**config.mk**
```make
export PLATFORM = sky130hd
export DESIGN_NAME = dma_hold_ctrl
export DESIGN_NICKNAME = d
export VERILOG_FILES = /design/src/rtl/dma_pkg.sv /design/src/rtl/dma_regs.sv /design/src/rtl/dma_counters.sv /design/src/rtl/dma_fsm.sv /design/src/rtl/dma_hold_ctrl.sv
export SDC_FILE = /design/constraint.sdc
export NUM_CORES = 1
export LEC_CHECK = 0
export ABC_AREA = 1
export BUFFER_PORTS_ARGS = -buffer_cell sky130_fd_sc_hd__buf_2
export CORE_MARGIN = 2
export CORE_UTILIZATION = 47
export DETAILED_ROUTE_END_ITERATION = 16
export GPL_TIMING_DRIVEN = 0
export PLACE_DENSITY = 0.81
export SLEW_MARGIN = 5
export SYNTH_ARGS = -nofsm -noshare
export SYNTH_HDL_FRONTEND = slang
export SYNTH_SLANG_ARGS = --single-unit
```
**constraint.sdc**
```tcl
create_clock -name clk -period 1.45 [get_ports clk]
set_clock_uncertainty 0.05 [all_clocks]
set_input_delay 0.145 -clock clk [delete_from_list [all_inputs] [get_ports clk]]
set_output_delay 0.145 -clock clk [all_outputs]
set_load 0.02 [all_outputs]
```
**src/rtl/dma_pkg.sv**
```systemverilog
package dma_pkg;

  typedef enum logic [2:0] {
    ST_IDLE = 3'd0,
    ST_WAIT = 3'd1,
    ST_HOLD = 3'd2,
    ST_XFER = 3'd3,
    ST_ACK  = 3'd4
  } dma_state_e;

  localparam logic [1:0] SEL_ADDR  = 2'd0;
  localparam logic [1:0] SEL_COUNT = 2'd1;
  localparam logic [1:0] SEL_CTRL  = 2'd2;
  localparam logic [1:0] SEL_STAT  = 2'd3;

  localparam int CTRL_GO    = 0;
  localparam int CTRL_TOMEM = 1;
  localparam int CTRL_BURST = 2;

  localparam int STAT_BUSY  = 0;
  localparam int STAT_IRQ   = 1;
  localparam int STAT_CLR   = 0;

endpackage

```
**src/rtl/dma_regs.sv**
```systemverilog
module dma_regs
  import dma_pkg::*;
#(
  parameter int AW    = 16,
  parameter int CW    = 16,
  parameter int CPU_W = 32
) (
  input  logic             clk,
  input  logic             rst_n,
  input  logic             cfg_wr,
  input  logic [1:0]       cfg_sel,
  input  logic [CPU_W-1:0] cfg_wdata,
  input  logic             busy,
  input  logic             irq,
  input  logic [AW-1:0]    cur_addr,
  input  logic [CW-1:0]    cur_cnt,
  output logic             addr_ld,
  output logic             cnt_ld,
  output logic [AW-1:0]    ld_addr,
  output logic [CW-1:0]    ld_cnt,
  output logic             go,
  output logic             tomem_q,
  output logic             burst_q,
  output logic             irq_clr,
  output logic [CPU_W-1:0] cfg_rdata
);

  logic wr_addr, wr_cnt, wr_ctrl, wr_stat;
  logic tomem_d, burst_d, mode_en;
  logic unused_wdata;

  assign unused_wdata = ^cfg_wdata;

  always_comb begin
    wr_addr = cfg_wr && (cfg_sel == SEL_ADDR);
    wr_cnt  = cfg_wr && (cfg_sel == SEL_COUNT);
    wr_ctrl = cfg_wr && (cfg_sel == SEL_CTRL);
    wr_stat = cfg_wr && (cfg_sel == SEL_STAT);
  end

  assign addr_ld = wr_addr && !busy;
  assign cnt_ld  = wr_cnt && !busy;
  assign ld_addr = cfg_wdata[AW-1:0];
  assign ld_cnt  = cfg_wdata[CW-1:0];
  assign go      = wr_ctrl && cfg_wdata[CTRL_GO] && !busy;
  assign irq_clr = wr_stat && cfg_wdata[STAT_CLR];

  // mode bits are captured only with an accepted go command
  assign mode_en = go;
  always_comb begin
    tomem_d = tomem_q;
    burst_d = burst_q;
    if (mode_en) begin
      tomem_d = cfg_wdata[CTRL_TOMEM];
      burst_d = cfg_wdata[CTRL_BURST];
    end
  end

  always_ff @(posedge clk or negedge rst_n) begin
    if (!rst_n) begin
      tomem_q <= 1'b0;
      burst_q <= 1'b0;
    end else if (mode_en) begin
      tomem_q <= tomem_d;
      burst_q <= burst_d;
    end
  end

  always_comb begin
    cfg_rdata = '0;
    case (cfg_sel)
      SEL_ADDR:  cfg_rdata = CPU_W'(cur_addr);
      SEL_COUNT: cfg_rdata = CPU_W'(cur_cnt);
      SEL_CTRL:  begin
        cfg_rdata[CTRL_TOMEM] = tomem_q;
        cfg_rdata[CTRL_BURST] = burst_q;
      end
      default: begin
        cfg_rdata[STAT_BUSY] = busy;
        cfg_rdata[STAT_IRQ]  = irq;
      end
    endcase
  end

  // mode bits never change while a block is running
  a_r10_mode_frozen: assert property (@(posedge clk) disable iff (!rst_n)
    (busy && $past(busy)) |-> ($stable(tomem_q) && $stable(burst_q)));

endmodule

```
**src/rtl/dma_counters.sv**
```systemverilog
module dma_counters #(
  parameter int AW = 16,
  parameter int CW = 16
) (
  input  logic          clk,
  input  logic          rst_n,
  input  logic          addr_ld,
  input  logic          cnt_ld,
  input  logic [AW-1:0] ld_addr,
  input  logic [CW-1:0] ld_cnt,
  input  logic          step,
  output logic [AW-1:0] cur_addr,
  output logic [CW-1:0] cur_cnt,
  output logic          cnt_zero,
  output logic          cnt_last
);

  localparam logic [CW-1:0] CNT_ONE = CW'(1);

  logic [AW-1:0] addr_d;
  logic [CW-1:0] cnt_d;
  logic          addr_en, cnt_en;

  always_comb begin
    addr_en = addr_ld || step;
    cnt_en  = cnt_ld || step;
    addr_d  = addr_ld ? ld_addr : cur_addr + 1'b1;
    cnt_d   = cnt_ld  ? ld_cnt  : cur_cnt - 1'b1;
  end

  always_ff @(posedge clk or negedge rst_n) begin
    if (!rst_n) begin
      cur_addr <= '0;
    end else if (addr_en) begin
      cur_addr <= addr_d;
    end
  end

  always_ff @(posedge clk or negedge rst_n) begin
    if (!rst_n) begin
      cur_cnt <= '0;
    end else if (cnt_en) begin
      cur_cnt <= cnt_d;
    end
  end

  assign cnt_zero = (cur_cnt == '0);
  assign cnt_last = (cur_cnt == CNT_ONE);

  // a moved word advances the address and consumes one count
  a_r5_addr_step: assert property (@(posedge clk) disable iff (!rst_n)
    step |=> (cur_addr == $past(cur_addr) + 1'b1));
  a_r5_cnt_step: assert property (@(posedge clk) disable iff (!rst_n)
    step |=> (cur_cnt == $past(cur_cnt) - 1'b1));
  // a word is never moved with an exhausted count
  a_r5_no_underflow: assert property (@(posedge clk) disable iff (!rst_n)
    step |-> !cnt_zero);

endmodule

```
**src/rtl/dma_fsm.sv**
```systemverilog
module dma_fsm
  import dma_pkg::*;
(
  input  logic clk,
  input  logic rst_n,
  input  logic go,
  input  logic cnt_zero,
  input  logic cnt_last,
  input  logic burst,
  input  logic dev_req,
  input  logic holdack,
  output logic hold,
  output logic mem_en,
  output logic word_done,
  output logic finish,
  output logic busy
);

  dma_state_e state_q, state_d;

  always_comb begin
    state_d = state_q;
    finish  = 1'b0;
    case (state_q)
      ST_IDLE: begin
        if (go) begin
          if (cnt_zero) finish  = 1'b1;
          else          state_d = ST_WAIT;
        end
      end
      ST_WAIT: begin
        if (dev_req && !holdack) state_d = ST_HOLD;
      end
      ST_HOLD: begin
        if (holdack && dev_req) state_d = ST_XFER;
      end
      ST_XFER: begin
        state_d = ST_ACK;
      end
      ST_ACK: begin
        if (cnt_last) begin
          finish  = 1'b1;
          state_d = ST_IDLE;
        end else if (burst) begin
          state_d = ST_HOLD;
        end else begin
          state_d = ST_WAIT;
        end
      end
      default: state_d = ST_IDLE;
    endcase
  end

  always_ff @(posedge clk or negedge rst_n) begin
    if (!rst_n) state_q <= ST_IDLE;
    else        state_q <= state_d;
  end

  assign hold      = (state_q == ST_HOLD) || (state_q == ST_XFER) || (state_q == ST_ACK);
  assign mem_en    = (state_q == ST_XFER);
  assign word_done = (state_q == ST_ACK);
  assign busy      = (state_q != ST_IDLE);

  // a new bus request only starts while the grant is low
  a_r3_hold_rise_clear: assert property (@(posedge clk) disable iff (!rst_n)
    $rose(hold) |-> $past(!holdack));
  // memory is touched only under an active grant
  a_r3_mem_granted: assert property (@(posedge clk) disable iff (!rst_n)
    mem_en |-> (hold && holdack));
  // every strobe is followed by the device acknowledge
  a_r4_ack_follows: assert property (@(posedge clk) disable iff (!rst_n)
    mem_en |=> word_done);
  // cycle stealing gives the bus back after each word
  a_r6_steal_release: assert property (@(posedge clk) disable iff (!rst_n)
    (word_done && !burst) |=> !hold);
  // burst keeps the bus until the final word
  a_r7_burst_keep: assert property (@(posedge clk) disable iff (!rst_n)
    (word_done && burst && !cnt_last) |=> hold);

endmodule

```
**src/rtl/dma_hold_ctrl.sv**
```systemverilog
module dma_hold_ctrl
  import dma_pkg::*;
#(
  parameter int AW    = 16,
  parameter int CW    = 16,
  parameter int DW    = 16,
  parameter int CPU_W = 32
) (
  input  logic             clk,
  input  logic             rst_n,
  input  logic             cfg_wr,
  input  logic [1:0]       cfg_sel,
  input  logic [CPU_W-1:0] cfg_wdata,
  output logic [CPU_W-1:0] cfg_rdata,
  input  logic             dev_req,
  output logic             dev_ack,
  input  logic [DW-1:0]    dev_rdata,
  output logic [DW-1:0]    dev_wdata,
  output logic             hold,
  input  logic             holdack,
  output logic             mem_en,
  output logic             mem_we,
  output logic [AW-1:0]    mem_addr,
  output logic [DW-1:0]    mem_wdata,
  input  logic [DW-1:0]    mem_rdata,
  output logic             irq
);

  localparam int SYNC_STAGES = 2;

  logic [SYNC_STAGES-1:0] rst_pipe;
  logic                   rst_ni;

  always_ff @(posedge clk or negedge rst_n) begin
    if (!rst_n) rst_pipe <= '0;
    else        rst_pipe <= {rst_pipe[SYNC_STAGES-2:0], 1'b1};
  end
  assign rst_ni = rst_pipe[SYNC_STAGES-1];

  logic          addr_ld, cnt_ld, go, tomem_q, burst_q, irq_clr;
  logic [AW-1:0] ld_addr, cur_addr;
  logic [CW-1:0] ld_cnt, cur_cnt;
  logic          cnt_zero, cnt_last, word_done, finish, busy;
  logic          irq_q, irq_d;

  dma_regs #(.AW(AW), .CW(CW), .CPU_W(CPU_W)) u_regs (
    .clk      (clk),
    .rst_n    (rst_ni),
    .cfg_wr   (cfg_wr),
    .cfg_sel  (cfg_sel),
    .cfg_wdata(cfg_wdata),
    .busy     (busy),
    .irq      (irq_q),
    .cur_addr (cur_addr),
    .cur_cnt  (cur_cnt),
    .addr_ld  (addr_ld),
    .cnt_ld   (cnt_ld),
    .ld_addr  (ld_addr),
    .ld_cnt   (ld_cnt),
    .go       (go),
    .tomem_q  (tomem_q),
    .burst_q  (burst_q),
    .irq_clr  (irq_clr),
    .cfg_rdata(cfg_rdata)
  );

  dma_counters #(.AW(AW), .CW(CW)) u_cnt (
    .clk     (clk),
    .rst_n   (rst_ni),
    .addr_ld (addr_ld),
    .cnt_ld  (cnt_ld),
    .ld_addr (ld_addr),
    .ld_cnt  (ld_cnt),
    .step    (word_done),
    .cur_addr(cur_addr),
    .cur_cnt (cur_cnt),
    .cnt_zero(cnt_zero),
    .cnt_last(cnt_last)
  );

  dma_fsm u_fsm (
    .clk      (clk),
    .rst_n    (rst_ni),
    .go       (go),
    .cnt_zero (cnt_zero),
    .cnt_last (cnt_last),
    .burst    (burst_q),
    .dev_req  (dev_req),
    .holdack  (holdack),
    .hold     (hold),
    .mem_en   (mem_en),
    .word_done(word_done),
    .finish   (finish),
    .busy     (busy)
  );

  // set has priority over a clear in the same cycle
  always_comb begin
    irq_d = finish || (irq_q && !irq_clr);
  end

  always_ff @(posedge clk or negedge rst_ni) begin
    if (!rst_ni) irq_q <= 1'b0;
    else         irq_q <= irq_d;
  end

  assign irq       = irq_q;
  assign dev_ack   = word_done;
  assign mem_we    = mem_en && tomem_q;
  assign mem_addr  = cur_addr;
  assign mem_wdata = dev_rdata;
  assign dev_wdata = mem_rdata;

  // the interrupt is sticky until software clears it
  a_r8_irq_sticky: assert property (@(posedge clk) disable iff (!rst_ni)
    (irq_q && !irq_clr) |=> irq_q);
  // completion leaves the engine idle with the interrupt raised
  a_r8_done_idle: assert property (@(posedge clk) disable iff (!rst_ni)
    (dev_ack && cnt_last) |=> (irq_q && !busy));
  // a zero-length start completes without a bus request
  a_r9_zero_start: assert property (@(posedge clk) disable iff (!rst_ni)
    (go && cnt_zero) |=> (irq_q && !hold && !busy));

endmodule

```
=== Word level (Yosys, flattened, before mapping) ===
Index checks and enable logic that the tools add are counted.

* Bits in registers: 40
* Input port bits: 71
* Output and inout port bits: 85
* Logic and storage cells: 64

* Add/subtract/negate cells: 2
* Equality and inequality tests: 12
* Multiplexer cells: 17
* Reductions and logical operators: 26

{| class="wikitable"
|+ Operators by type and width
! cell !! number
|-
| 16-bit two-way mux || 2
|-
| 13-bit case mux with 2 select lines || 1
|-
| 16-bit by 1-bit adder with 16-bit output, second input constant || 1
|-
| 16-bit by 1-bit == test with 1-bit output, second input constant || 1
|-
| 16-bit zero test || 1
|-
| 16-bit by 1-bit subtractor with 16-bit output, second input constant || 1
|-
| 3-bit two-way mux || 5
|-
| 3-bit case mux with 5 select lines || 1
|-
| 1-bit logical AND || 13
|-
| 1-bit case mux with 3 select lines || 3
|-
| 3-bit by 2-bit == test with 1-bit output, second input constant || 2
|-
| 1-bit logical OR || 5
|-
| 2-bit == test, second input constant || 2
|-
| 2-bit by 1-bit != test with 1-bit output, second input constant || 2
|-
| 2-bit != test, second input constant || 2
|-
| 4-bit AND reduction || 1
|-
| 3-bit by 1-bit == test with 1-bit output, second input constant || 1
|-
| 3-bit == test, second input constant || 1
|-
| 1-bit zero test || 3
|-
| 3-bit zero test || 1
|-
| 1-bit two-way mux || 3
|-
| 3-bit nonzero test || 1
|-
| 2-bit by 1-bit == test with 1-bit output, second input constant || 1
|-
| 2-bit zero test || 1
|-
| 2 further kinds || 2
|}

=== Depth between registers and ports, before layout ===
* Word-level depth: 7
* Gate-level depth with buffers: 9
* Mapped depth without buffers: 9

=== By module ===
From an unflattened synthesis, not the netlist that was laid out.

* Cell total of the unflattened synthesis: 504
* Area, all modules: 3443.3 µm²

{| class="wikitable"
|+ By module, submodules not included
! module !! instances !! cells each !! area each (µm²) !! sequential area each (µm²)
|-
| dma_counters || 1 || 295 || 2119.5 || 800.8
|-
| dma_regs || 1 || 127 || 743.2 || 50.0
|-
| dma_hold_ctrl || 1 || 42 || 341.6 || 75.1
|-
| dma_fsm || 1 || 40 || 239.0 || 75.1
|}

=== Worst setup path after synthesis ===
OpenSTA, ideal clock, no wires.

* Kind: register -> register
* Start point: register u_cnt.cur_addr[1]
* End point: register u_cnt.cur_addr[14]
* Setup time: 0.116 ns
* Arrival time: 1.374 ns
* Data required time: 1.284 ns
* Setup slack: -0.090 ns
* Stages on the path, launching flop included: 9
* Path buffers: 0
* Period minus slack after synthesis: 1.540 ns
* Path through: dfrtp_1 -> ha_1 -> nand2_1 -> nor3_1 -> nand3_1 -> nand2_1 -> nand2_1 -> nand2_1 -> nand2_1

* Cells in the longest elaborated chain, start to end: 2

{| class="wikitable"
|+ RTL lines
! item !! line !! RTL
|-
| from (decl) || dma_counters.sv:12 || <nowiki>output logic [AW-1:0] cur_addr,</nowiki>
|-
| from (signal assigned) || dma_counters.sv:35 || <nowiki>cur_addr <= addr_d;</nowiki>
|-
| 16-bit by 1-bit adder with 16-bit output || dma_counters.sv:27 || <nowiki>addr_d = addr_ld ? ld_addr : cur_addr + 1'b1;</nowiki>
|-
| 16-bit two-way mux || dma_counters.sv:27 ||
|}

No other way between the ends.
A chain may end at the register's enable or synchronous reset.

=== Worst setup path after layout ===
* Start point: register u_fsm.state_q[1]
* End point: output cfg_rdata[0]

* Cells in the longest elaborated chain, start to end: 2

{| class="wikitable"
|+ RTL lines
! item !! line !! RTL
|-
| from (decl) || dma_fsm.sv:19 || <nowiki>dma_state_e state_q, state_d;</nowiki>
|-
| from (signal assigned) || dma_fsm.sv:56 || <nowiki>else state_q <= state_d;</nowiki>
|-
| 3-bit nonzero test || dma_fsm.sv:62 || <nowiki>assign busy = (state_q != ST_IDLE);</nowiki>
|-
| 1-bit case mux with 3 select lines || dma_regs.sv:71 || <nowiki>case (cfg_sel)</nowiki>
|-
| to (decl) || dma_hold_ctrl.sv:14 || <nowiki>output logic [CPU_W-1:0] cfg_rdata,</nowiki>
|}

No other way between the ends.

==> impl_metrics.tcl <==
set metrics [dict create \
    outcome "finished with violations" \
    violations "negative setup slack" \
    die_area_sq_um 7520 \
    cts_buffers 5 \
    core_sq_um 6720 \
    cts.sinks 40 \
    p_leak_nw 2.41 \
    placementRows 30 \
    syn_to_final_growth_pct 40.9 \
    slew_headroom_pct 42.5 \
    max_stage_delay_ns 0.41 \
    cts_tree "yes" \
    ys.flop_type "dfrtp_1" \
    hold_viol_final 0 \
    cts_root_buffer "clkbuf_8" \
    rsz0062_at_grt "yes" \
    synth.distinct_cells 35 \
    dp_hpwl_um 7020 \
    place_congestion 0.925 \
    synth_edf_count 0 \
    avgSynthCellArea_sq_um 6.89 \
    worst-path-max-fanout 4 \
    gr-total-overflow 0 \
    critical_path_class "reg -> out" \
    pin_count 156 \
    crit_arrival_ns 1.40 \
    antenna_left 0 \
    max_freq_ghz 0.628 \
    finalCritPeriodShare_pct 110 \
    die_y_um 86.7 \
    yosysSeqAreaShare_pct 31.1 \
    wl_um 10700 \
    slew_violations 0 \
    worst_pin_slew_ns 0.862 \
    floorplan.initialDensity_pct 47.9 \
    drt_iter0_markers 348 \
    antenna_found_initial 0 \
    finalSetupViolCount 34 \
    final_common_cell "nand2_1" \
    synth-async-reset-ratio_pct 100 \
    critPathCaptureType "primary output" \
    htree_levels 2 \
    peakVddDrop_uv 736 \
    antenna_cells 0 \
    path_cells "nor2_4 > buf_6 > nand2_8 > nand2_4 > o221ai_2 > buf_4" \
    nNetsFinal 685 \
    worstSetupStartpoint "u_fsm.state_q[1]" \
    layout-drive-gt1-share_pct 44.4 \
    grt_max_degree 39 \
    drc 0 \
    ys_ff_latch 40 \
    clkLatencyLatePin_ns 0.31 \
    synthesis.area_sq_um 3220 \
    slowest_stage "dfrtp_1" \
    post-place-ws_ns -0.158 \
    crit_required_ns 1.25 \
    hold_class "in -> reg" \
    portBuffers 91 \
    power.density_nw_per_um2 1820 \
    worstHoldStart "cfg_wdata[6]" \
    vias 3691 \
    first_global_vias 3127 \
    die_x_um 86.7 \
    maxCapViolations 0 \
    vias_per_cell 5.33 \
    grt_pass1_wl_um 14600 \
    startpoint_type "flop" \
    rr_startpoint "u_fsm.state_q[1]" \
    fin_ws_ns -0.141 \
    wl_per_cell_um 15.5 \
    syn_inst 467 \
    track_usage_pct 24.8 \
    yosysWarnings 0 \
    mostFrequentLayoutCells "nand2_1 (124), buf_2 (85), buf_4 (76)" \
    drt_pass1_iterations 6 \
    clk_pin_slew_worst_paths_ns 0.08 \
    holdWs_ns 0.0479 \
    cts_max_path_buffers 2 \
    finalCriticalPeriod_ns 1.59 \
]
==> sequential cells by signal, indices dropped and copies added (netlist names) <==
register / count
u_cnt.cur_cnt: 16
irq: 1
rst_pipe: 2
u_regs.burst_q: 1
u_fsm.state_q: 3
u_regs.tomem_q: 1
u_cnt.cur_addr: 16
==> cells by family after synthesis <==
kind of cell	count (synthesis)	synth area share [%]
buffers and inverters	118	20.5
AO/OA/AOI/OAI	54	11.4
adder cells (fa/ha/maj)	3	1.17
AND/OR/NAND/NOR	240	33.0
flip-flops	40	31.1
other	2	0.233
XOR/XNOR	10	2.72
==> cell usage after synthesis, types with 2 or more instances <==
library cell / n / area, sq um
nand2_1: 137 / 514
inv_1: 54 / 203
buf_4: 49 / 368
dfrtp_1: 40 / 1000
nor2_1: 40 / 150
nand3_1: 32 / 160
o21ai_0: 12 / 60.1
o22ai_1: 12 / 75.1
xor2_1: 10 / 87.6
inv_2: 8 / 30.0
nor3_1: 8 / 40.0
nand4_1: 6 / 37.5
a22oi_2: 5 / 62.6
o211ai_1: 5 / 37.5
o21ai_1: 5 / 25.0
a21oi_1: 4 / 20.0
a22oi_1: 4 / 30.0
buf_6: 4 / 45.0
nand2_4: 4 / 45.0
nor2_2: 4 / 25.0
ha_1: 3 / 37.5
nor2_4: 3 / 33.8
o221ai_1: 3 / 26.3
a31oi_1: 2 / 12.5
conb_1: 2 / 7.51
nand2_2: 2 / 12.5
==> worst paths after layout <==
kind,endpoint,slack [ns],cells past startpoint
hold reg to reg,rst_pipe[1],0.31,0
max in group asynchronous,u_cnt.cur_cnt[13],0.41,0
hold / removal,u_cnt.cur_cnt[6],0.05,3
setup / recovery,cfg_rdata[0],-0.14,6
min in group asynchronous,rst_pipe[1],0.09,2
setup reg to reg,u_cnt.cur_addr[10],-0.08,10
==> critical path, delay by kind of cell, from the launching register on <==
kind            cells  cell delay [ns]
flops               1             0.41
simple gates        3             0.28
buf+inv             2             0.30
compound gates      1             0.09
==> metrics by stage <==
step	utilization [%]	instances	cell area (sq um)	total power, W	setup TNS, ns
2_1_floorplan	-	482	3280	0.00492	0
3_3_place_gp	57.2	653	3840	0.00589	-11.36
3_5_place_dp	57.2	653	3840	0.00602	-1.11
4_1_cts	62.3	676	4180	0.00727	-0.572
5_1_grt	67.5	692	4540	0.00878	-3.88
6_report	67.5	692	4540	0.00827	-1.27
==> what timing repair did <==
action / in CTS / in global routing
resized for setup: 37 / 69
endpoints found under the setup margin: 27 / 51
pin swaps: 6 / 20
hold buffers: 1 / 0
endpoints found under the hold margin: 2 / 0
cloned: 1 / 1
buffers inserted: 13 / 15
==> final cells by class <==
class                           count  area, sq um
Fill cell                         519         2180
Multi-Input combinational cell    324         1870
Sequential cell                    40         1020
Timing Repair Buffer              122          774
Buffer                             56          439
Inverter                           62          245
Tap cell                           80          100
Clock buffer                        8         90.1
==> report_power, final <==
group / leakage, nW / switching [W] / internal, W
Combinational: 1.89 / 0.00309 / 0.00201
Clock: 0.0455 / 0.000415 / 0.000389
Sequential: 0.472 / 0.000707 / 0.00165
Total: 2.41 / 0.00421 / 0.00405
==> routing by layer <==
metal | vias up | wire length, um | track usage (%)
met5 | - | 0 | 0
met3 | 64 | 1010 | 4.00
met4 | 0 | 597 | 10.7
met2 | 279 | 5160 | 42.2
met1 | 1632 | 3930 | 31.0
li1 | 1716 | - | -
Note: power is estimated with default switching activity, not from simulation.
